### src/rtl/shtmr_pkg.sv
package shtmr_pkg;
  localparam int DATA_W = 8;
  localparam int PRE_W  = 8;
  localparam int RATE_W = $clog2(PRE_W);

  typedef struct packed {
    logic [1:0]        spare;
    logic              src_ext;
    logic              edge_fall;
    logic              pre_wdt;
    logic [RATE_W-1:0] rate;
  } ctl_t;

  localparam logic [7:0] CTL_RESET = 8'h3F;
endpackage

### src/rtl/shtmr_edge_sync.sv
module shtmr_edge_sync #(
  parameter int SYNC_STAGES = 2
) (
  input  logic clk,
  input  logic rst,
  input  logic pin,
  input  logic fall_sel,
  output logic evt
);
  logic [SYNC_STAGES:0] sh;

  always_ff @(posedge clk) begin
    if (rst) sh <= '0;
    else     sh <= {sh[SYNC_STAGES-1:0], pin};
  end

  logic rise_seen, fall_seen;
  assign rise_seen = sh[SYNC_STAGES-1] & ~sh[SYNC_STAGES];
  assign fall_seen = ~sh[SYNC_STAGES-1] & sh[SYNC_STAGES];
  assign evt = fall_sel ? fall_seen : rise_seen;

  // an event needs a real transition between the two oldest samples
  assert_evt_transition_R6: assert property (@(posedge clk) disable iff (rst)
    evt |-> (sh[SYNC_STAGES-1] != sh[SYNC_STAGES]));
endmodule

### src/rtl/shtmr_prescaler.sv
module shtmr_prescaler #(
  parameter int PRE_W  = 8,
  parameter int RATE_W = $clog2(PRE_W)
) (
  input  logic              clk,
  input  logic              rst,
  input  logic              clr,
  input  logic              evt,
  input  logic              wdt_mode,
  input  logic [RATE_W-1:0] rate,
  output logic              tap
);
  logic [PRE_W-1:0] pre;
  logic [PRE_W:0]   mask_wide;
  logic [PRE_W-1:0] mask;

  // timer owner: 2^(rate+1); watchdog owner: 2^rate
  always_comb begin
    if (wdt_mode) mask_wide = ((PRE_W+1)'(1) << rate) - (PRE_W+1)'(1);
    else          mask_wide = ((PRE_W+1)'(2) << rate) - (PRE_W+1)'(1);
    mask = mask_wide[PRE_W-1:0];
  end

  assign tap = evt && ((pre & mask) == mask);

  always_ff @(posedge clk) begin
    if (rst || clr) pre <= '0;
    else if (evt)   pre <= pre + 1'b1;
  end

  // with the watchdog at rate 0 every pulse passes straight through
  assert_wdt_unity_R4: assert property (@(posedge clk) disable iff (rst)
    (wdt_mode && rate == '0 && evt) |-> tap);
  // the timer never divides by less than two
  assert_timer_min_div_R3: assert property (@(posedge clk) disable iff (rst)
    (!wdt_mode && !clr && tap) |=> !tap);
endmodule

### src/rtl/shtmr_counter.sv
module shtmr_counter #(
  parameter int DATA_W      = 8,
  parameter int INHIBIT_CYC = 2
) (
  input  logic              clk,
  input  logic              rst,
  input  logic              inc,
  input  logic              we,
  input  logic [DATA_W-1:0] wdata,
  input  logic              flag_clr,
  input  logic              cyc_tick,
  output logic [DATA_W-1:0] cnt,
  output logic              flag,
  output logic              hold
);
  localparam int HOLD_W = $clog2(INHIBIT_CYC + 1);
  localparam logic [DATA_W-1:0] ALL_ONES = '1;

  logic [HOLD_W-1:0] hold_cnt;
  logic              wrap;

  assign wrap = inc && !we && (cnt == ALL_ONES);
  assign hold = (hold_cnt != '0);

  // counter value survives reset by design
  always_ff @(posedge clk) begin
    if (we)       cnt <= wdata;
    else if (inc) cnt <= cnt + 1'b1;
  end

  always_ff @(posedge clk) begin
    if (rst)           flag <= 1'b0;
    else if (wrap)     flag <= 1'b1;
    else if (flag_clr) flag <= 1'b0;
  end

  always_ff @(posedge clk) begin
    if (rst)                   hold_cnt <= '0;
    else if (we)               hold_cnt <= HOLD_W'(INHIBIT_CYC);
    else if (cyc_tick && hold) hold_cnt <= hold_cnt - 1'b1;
  end

  assert_flag_on_wrap_R1: assert property (@(posedge clk) disable iff (rst)
    (inc && !we && cnt == ALL_ONES) |=> (flag && cnt == '0));
  assert_flag_sticky_R2: assert property (@(posedge clk) disable iff (rst)
    (flag && !flag_clr) |=> flag);
  assert_write_loads_R7: assert property (@(posedge clk) disable iff (rst)
    we |=> (cnt == $past(wdata)));
endmodule

### src/rtl/shtmr_top.sv
module shtmr_top
  import shtmr_pkg::*;
#(
  parameter int SYNC_STAGES = 2,
  parameter int INHIBIT_CYC = 2
) (
  input  logic              clk,
  input  logic              rst,
  input  logic              cyc_tick,
  input  logic              ext_clk,
  input  logic              wdt_tick,
  input  logic              sleep,
  input  logic              ctl_we,
  input  logic [7:0]        ctl_wdata,
  input  logic              cnt_we,
  input  logic [DATA_W-1:0] cnt_wdata,
  input  logic              flag_clr,
  output logic [DATA_W-1:0] cnt_q,
  output logic [7:0]        ctl_q,
  output logic              ovf_flag,
  output logic              wdt_out
);
  ctl_t ctl;
  logic ext_evt, src_evt, tmr_evt, pre_evt, pre_tap, pre_clr, inc, hold;

  always_ff @(posedge clk) begin
    if (rst)         ctl <= ctl_t'(CTL_RESET);
    else if (ctl_we) ctl <= ctl_t'(ctl_wdata);
  end
  assign ctl_q = ctl;

  shtmr_edge_sync #(.SYNC_STAGES(SYNC_STAGES)) u_sync (
    .clk(clk), .rst(rst), .pin(ext_clk), .fall_sel(ctl.edge_fall), .evt(ext_evt)
  );

  assign src_evt = ctl.src_ext ? ext_evt : cyc_tick;
  assign tmr_evt = src_evt && !sleep && !hold;
  assign pre_evt = ctl.pre_wdt ? wdt_tick : tmr_evt;
  assign pre_clr = cnt_we && !ctl.pre_wdt;
  assign inc     = ctl.pre_wdt ? tmr_evt : pre_tap;

  shtmr_prescaler #(.PRE_W(PRE_W), .RATE_W(RATE_W)) u_pre (
    .clk(clk), .rst(rst), .clr(pre_clr), .evt(pre_evt),
    .wdt_mode(ctl.pre_wdt), .rate(ctl.rate), .tap(pre_tap)
  );

  shtmr_counter #(.DATA_W(DATA_W), .INHIBIT_CYC(INHIBIT_CYC)) u_cnt (
    .clk(clk), .rst(rst), .inc(inc), .we(cnt_we), .wdata(cnt_wdata),
    .flag_clr(flag_clr), .cyc_tick(cyc_tick),
    .cnt(cnt_q), .flag(ovf_flag), .hold(hold)
  );

  always_ff @(posedge clk) begin
    if (rst) wdt_out <= 1'b0;
    else     wdt_out <= ctl.pre_wdt ? pre_tap : wdt_tick;
  end

  assert_wdt_passthru_R5: assert property (@(posedge clk) disable iff (rst)
    (!ctl.pre_wdt && wdt_tick) |=> wdt_out);
  assert_sleep_freeze_R8: assert property (@(posedge clk) disable iff (rst)
    (sleep && !cnt_we) |=> $stable(cnt_q));
  assert_hold_freeze_R7: assert property (@(posedge clk) disable iff (rst)
    (hold && !cnt_we) |=> $stable(cnt_q));
endmodule

### config.mk
export PLATFORM = sky130hd
export DESIGN_NAME = shtmr_top
export DESIGN_NICKNAME = d
export VERILOG_FILES = /design/src/rtl/shtmr_pkg.sv /design/src/rtl/shtmr_edge_sync.sv /design/src/rtl/shtmr_prescaler.sv /design/src/rtl/shtmr_counter.sv /design/src/rtl/shtmr_top.sv
export SDC_FILE = /design/constraint.sdc
export NUM_CORES = 1
export LEC_CHECK = 0
export BUFFER_PORTS_ARGS = -buffer_cell sky130_fd_sc_hd__clkbuf_2
export CAP_MARGIN = 20
export CORE_MARGIN = 2
export CORE_UTILIZATION = 57
export DETAILED_ROUTE_END_ITERATION = 10
export PLACE_DENSITY = 0.95
export SLEW_MARGIN = 20
export SYNTH_ARGS = -nofsm -noshare
export SYNTH_HDL_FRONTEND = slang
export SYNTH_SLANG_ARGS = --single-unit
### constraint.sdc
create_clock -name clk -period 7.15 [get_ports clk]
set_input_delay 1.7875 -clock clk [delete_from_list [all_inputs] [get_ports clk]]
set_output_delay 1.7875 -clock clk [all_outputs]
set_load 0.02 [all_outputs]
# == After elaboration in Yosys (flattened, before gate mapping) ==
# Cells that the tools add are included.
# totals
ff_bits,31
in_bits,25
output_inout_bits,18
word_cells,55
# op_classes
addsub,5
n_eq_ne,2
shift,2
n_mux,12
bitwise_logic,5
reduce_logical,17
# op_table
op,n
8-bit two-way mux,3
"8-bit by 1-bit adder with 8-bit output, second input constant",2
"8-bit by 2-bit subtractor with 8-bit output, second input constant",2
8-bit AND,1
8-bit == test,1
"8-bit == test, second input constant",1
2-bit nonzero test,4
"1-bit by 3-bit left shift with 8-bit output, first input constant",1
"2-bit by 3-bit left shift with 8-bit output, first input constant",1
1-bit logical AND,7
1-bit two-way mux,7
1-bit logical NOT,4
2-bit two-way mux,2
1-bit AND,2
1-bit NOT,2
2-bit OR reduction,1
"2-bit by 1-bit subtractor with 2-bit output, second input constant",1
1-bit logical OR,1

# == Longest topological paths before layout ==
# depth
ltp_word,12
depth_mapped,11
mapped_depth_nobuf,9

# == Cells and area by module ==
# A second synthesis with hierarchy kept.
# hier_totals
hier_cells,192
hier_area_um2,1752.9
# modules_own_cells
module,n_inst,cells_each,area_per_inst_um2,seq_area_each_um2
shtmr_prescaler,1,85,678.2,160.2
shtmr_counter,1,62,600.6,300.3
shtmr_top,1,36,372.9,180.2
shtmr_edge_sync,1,9,101.3,60.1

# == Least setup slack after synthesis ==
# No wires, ideal clock.
# synth_path
path_kind,input port to flip-flop
startpoint,input sleep
endpoint,"register u_cnt.cnt[0], enable pin"
setup_time_ps,375
arrival_time_ps,2699
t_required_ps,6775
slack_ps,4077
stages,4
path_buffers,0
cell_sequence,nand2b_1 -> a311oi_2 -> inv_1 -> o21bai_1
# synth_via
elab_chain_len,7
# synth_rtl
element,line_no,text
"start, declared",shtmr_top.sv:12,"input logic sleep,"
1-bit logical NOT (*),shtmr_top.sv:37,assign tmr_evt = src_evt && !sleep && !hold;
1-bit logical AND (*) (2 in series),shtmr_top.sv:37,
1-bit two-way mux,shtmr_top.sv:38,assign pre_evt = ctl.pre_wdt ? wdt_tick : tmr_evt;
1-bit logical AND,shtmr_prescaler.sv:24,assign tap = evt && ((pre & mask) == mask);
1-bit two-way mux (*),shtmr_top.sv:40,assign inc = ctl.pre_wdt ? tmr_evt : pre_tap;
2-bit nonzero test (no source line) (*),-,
"end signal, assigned",shtmr_counter.sv:27,if (we) cnt <= wdata;
"end signal, assigned",shtmr_counter.sv:28,else if (inc) cnt <= cnt + 1'b1;
"end, declared",shtmr_counter.sv:12,"output logic [DATA_W-1:0] cnt,"
# Mark *: on every way between the ends. The rest lies on a longest branch, timed or not.
# A chain may end at the register's enable or synchronous reset.

# == Final worst setup path ==
# layout_path
startpoint,register ctl (netlist bit ctl_q[3])
endpoint,"register u_cnt.cnt[3], enable pin"
# layout_via
elab_chain_len,6
word_cells_on_any_way,7
cone_classes,1 x eq/ne; 3 x mux; 1 x bitwise; 2 x reduce/logical
# layout_rtl
element,line_no,text
"start, declared",shtmr_top.sv:23,ctl_t ctl;
"start signal, assigned",shtmr_top.sv:27,if (rst) ctl <= ctl_t'(CTL_RESET);
"start signal, assigned",shtmr_top.sv:28,else if (ctl_we) ctl <= ctl_t'(ctl_wdata);
8-bit two-way mux,shtmr_prescaler.sv:19,if (wdt_mode) mask_wide = ((PRE_W+1)'(1) << rate) - (PRE_W+1)'(1);
8-bit AND,shtmr_prescaler.sv:24,
8-bit == test,shtmr_prescaler.sv:24,
1-bit logical AND,shtmr_prescaler.sv:24,
1-bit two-way mux (*),shtmr_top.sv:40,
2-bit nonzero test (no source line) (*),-,
# Marked as above.

==> impl_metrics.tcl <==
set metrics [dict create \
    status "finished clean" \
    final_max_slew_viol_count 0 \
    synth-seq-cells 31 \
    crit_fanout 12 \
    rsz0062_at_grt "false" \
    synth-edff-count 8 \
    die_w_um 59 \
    cp_slowest_stage_delay_ps 650 \
    crit_chain "ha_1, nand2_1, ha_1, o22ai_1, a2111oi_0, a41oi_1, o21bai_1" \
    cap_violations 0 \
    tns_ps 0 \
    via_per_inst 5.88 \
    r2r-end "u_cnt.cnt[3]" \
    critPathKind "flip-flop to flip-flop" \
    stdcell_count 265 \
    grt_use_total_pct 23.1 \
    cts_tree "yes" \
    skew_ps 3.30 \
    rows 19 \
    worstPathArrival_ps 3170 \
    cts.sinks 31 \
    clockBufferDepth 2 \
    setup_violations 0 \
    numCtsBuffers 5 \
    dp_hpwl_um 2830 \
    syn_area_um2 1720 \
    synth_nets 226 \
    p_per_area_nw_per_um2 204 \
    grt_max_degree 21 \
    cts-root-buf "clkbuf_4" \
    antenna_cells 0 \
    crit_path_start_kind "flip-flop" \
    vdd_drop_max_mv 0.221 \
    dieArea_um2 3480 \
    first_pass_iters 4 \
    drtIter0Drc 84 \
    setup.worst_path.start "ctl_q[3]" \
    cts.clk_slew.worst_paths_ps 100 \
    critPathMostFrequentCell "ha_1" \
    drive_gt1_share_pct 23.5 \
    yosys_warnings 0 \
    grt_pass1_vias 1338 \
    worstMarginPinSlew_ps 683 \
    place_congestion 0.786 \
    drc 0 \
    finalHoldViolations 0 \
    grt-ovfl-total 0 \
    clk_latency_ps 340 \
    cts_resized 0 \
    dp.cells 257 \
    wl_per_cell_um 14.4 \
    slew_headroom_pct 53.3 \
    finalCriticalPeriod_ps 3190 \
    rr_worst_depth 7 \
    worstSetupEndpointType "flip-flop" \
    htreeDepth 2 \
    r2r_setup_slack_ps 3960 \
    io_pins 43 \
    slowest_stage "a2111oi_0" \
    ant_nets 0 \
    ys_async_sr_fraction_pct 0 \
    drt-total-wl_um 3810 \
    synth_top_area_cell "dfxtp_1" \
    fin_crit_sh_pct 44.6 \
    critPathCapture "u_cnt.cnt[3]" \
    worstPathRequired_ps 7130 \
    p_leak_nw 0.870 \
    yosysTopAreaCellShare_pct 26.7 \
    grt_pass1_wl_um 6000 \
    cts_setup_buffers 0 \
    hold_path_class "flip-flop to flip-flop" \
    synth_cells 195 \
    synth_ff_type "dfxtp_1" \
    fmax_mhz 313 \
    stdcell_area_um2 2000 \
    core-area_um2 2810 \
    synthDistinctLibCells 45 \
    grt_antenna_before_repair 0 \
    synth_area_leaders "dfxtp_1, edfxtp_1, nand2_1" \
    hold_buffers 0 \
    nets 264 \
    ys_seq_area_share_pct 40.6 \
    synth_area_per_cell_um2 8.84 \
    die_h_um 59 \
    syn_to_final_growth_pct 16.0 \
    place_area_um2 1920 \
    vias 1559 \
    initial_core_util_pct 61.5 \
    power_w 0.000409 \
    crit-reg2reg-launch "ctl_q[3]" \
    port_buffers 42 \
]
[through the flow]
stage	utilization, %	setup slack, ps	hold WS [ps]
after floorplan	-	4080	414
after global placement	68.4	3870	416
after detailed placement	68.4	3780	425
after CTS	71.3	3980	448
after global routing	71.3	3610	458
final	71.3	3960	444
[Yosys cell counts (5+ instances only)]
master    count
clkbuf_1      7
nor2b_1       6
a21oi_1       7
mux2i_1       8
or3_1         6
nand3_1       5
inv_1        10
edfxtp_1      8
nand2_1      23
dfxtp_1      23
nor2_1       14
o21ai_0      16
ha_1          6
xnor2_1       5
[flip-flops by register name, indices dropped and copies added (netlist names)]
name            cells
u_pre.pre           8
u_cnt.flag          1
u_sync.sh           3
wdt_out             1
u_cnt.cnt           8
ctl_q               8
u_cnt.hold_cnt      2
[power breakdown]
part	total, W	internal [W]	switching (W)	leakage, nW
registers	0.000204	0.000191	0.0000124	0.268
logic	0.0000745	0.0000313	0.0000431	0.555
clock network	0.000130	0.0000685	0.0000618	0.0464
total	0.000409	0.000291	0.000117	0.870
[routing by layer]
metal / vias to the layer above / part of all wire [%] / track usage [%]
met3: 6 / 6.2 / 6.11
met2: 54 / 47 / 36.5
met1: 724 / 45 / 31.5
met4: 0 / 1.4 / 6.49
li1: 775 / - / -
met5: - / 0 / 0
[final cells by class]
cell class | count | area, um2
Multi-Input combinational cell | 143 | 932
Inverter | 10 | 37.5
Fill cell | 219 | 805
Clock inverter | 1 | 5.00
Clock buffer | 7 | 76.3
Sequential cell | 31 | 701
Tap cell | 31 | 38.8
Timing Repair Buffer | 42 | 210
[kinds of logic after synthesis]
group / after synthesis / synth area share [%]
flip-flops: 31 / 40.6
multiplexers: 11 / 6.75
adder cells (fa/ha/maj): 6 / 4.35
buffers and inverters: 21 / 5.30
XOR/XNOR: 9 / 4.57
AO/OA/AOI/OAI: 45 / 17.5
AND/OR/NAND/NOR: 72 / 20.9
[how the worst min path moves through the flow]
| stage | from | endpoint | slack [ps] | cells after the start |
|---|---|---|---|---|
| final | u_sync.sh[0] | u_sync.sh[1] | 440 | 1 |
| after global routing | u_sync.sh[0] | u_sync.sh[1] | 460 | 1 |
| after CTS | u_sync.sh[0] | u_sync.sh[1] | 450 | 1 |
| after detailed placement | u_sync.sh[0] | u_sync.sh[1] | 420 | 1 |
| after global placement | u_sync.sh[0] | u_sync.sh[1] | 420 | 1 |
| after floorplan | u_sync.sh[0] | u_sync.sh[1] | 410 | 1 |
[worst max-delay path, delay by kind of cell (launching register included)]
family | cells | cell delay, ps
AND/OR/NAND/NOR | 1 | 100
AO/OA/AOI/OAI | 4 | 1600
flip-flops | 1 | 440
adder cells (fa/ha/maj) | 2 | 700
[placed cells by master, fill, tap and decap left out, types with 6 or more instances in the layout]
master,instances
a21oi_1,7
dfxtp_1,23
nor2b_1,6
ha_1,6
o21ai_0,16
clkbuf_2,42
inv_1,10
nand2_1,23
mux2i_1,8
or3_1,6
nor2_1,14
edfxtp_1,8
(Power assumes the default switching activity.)
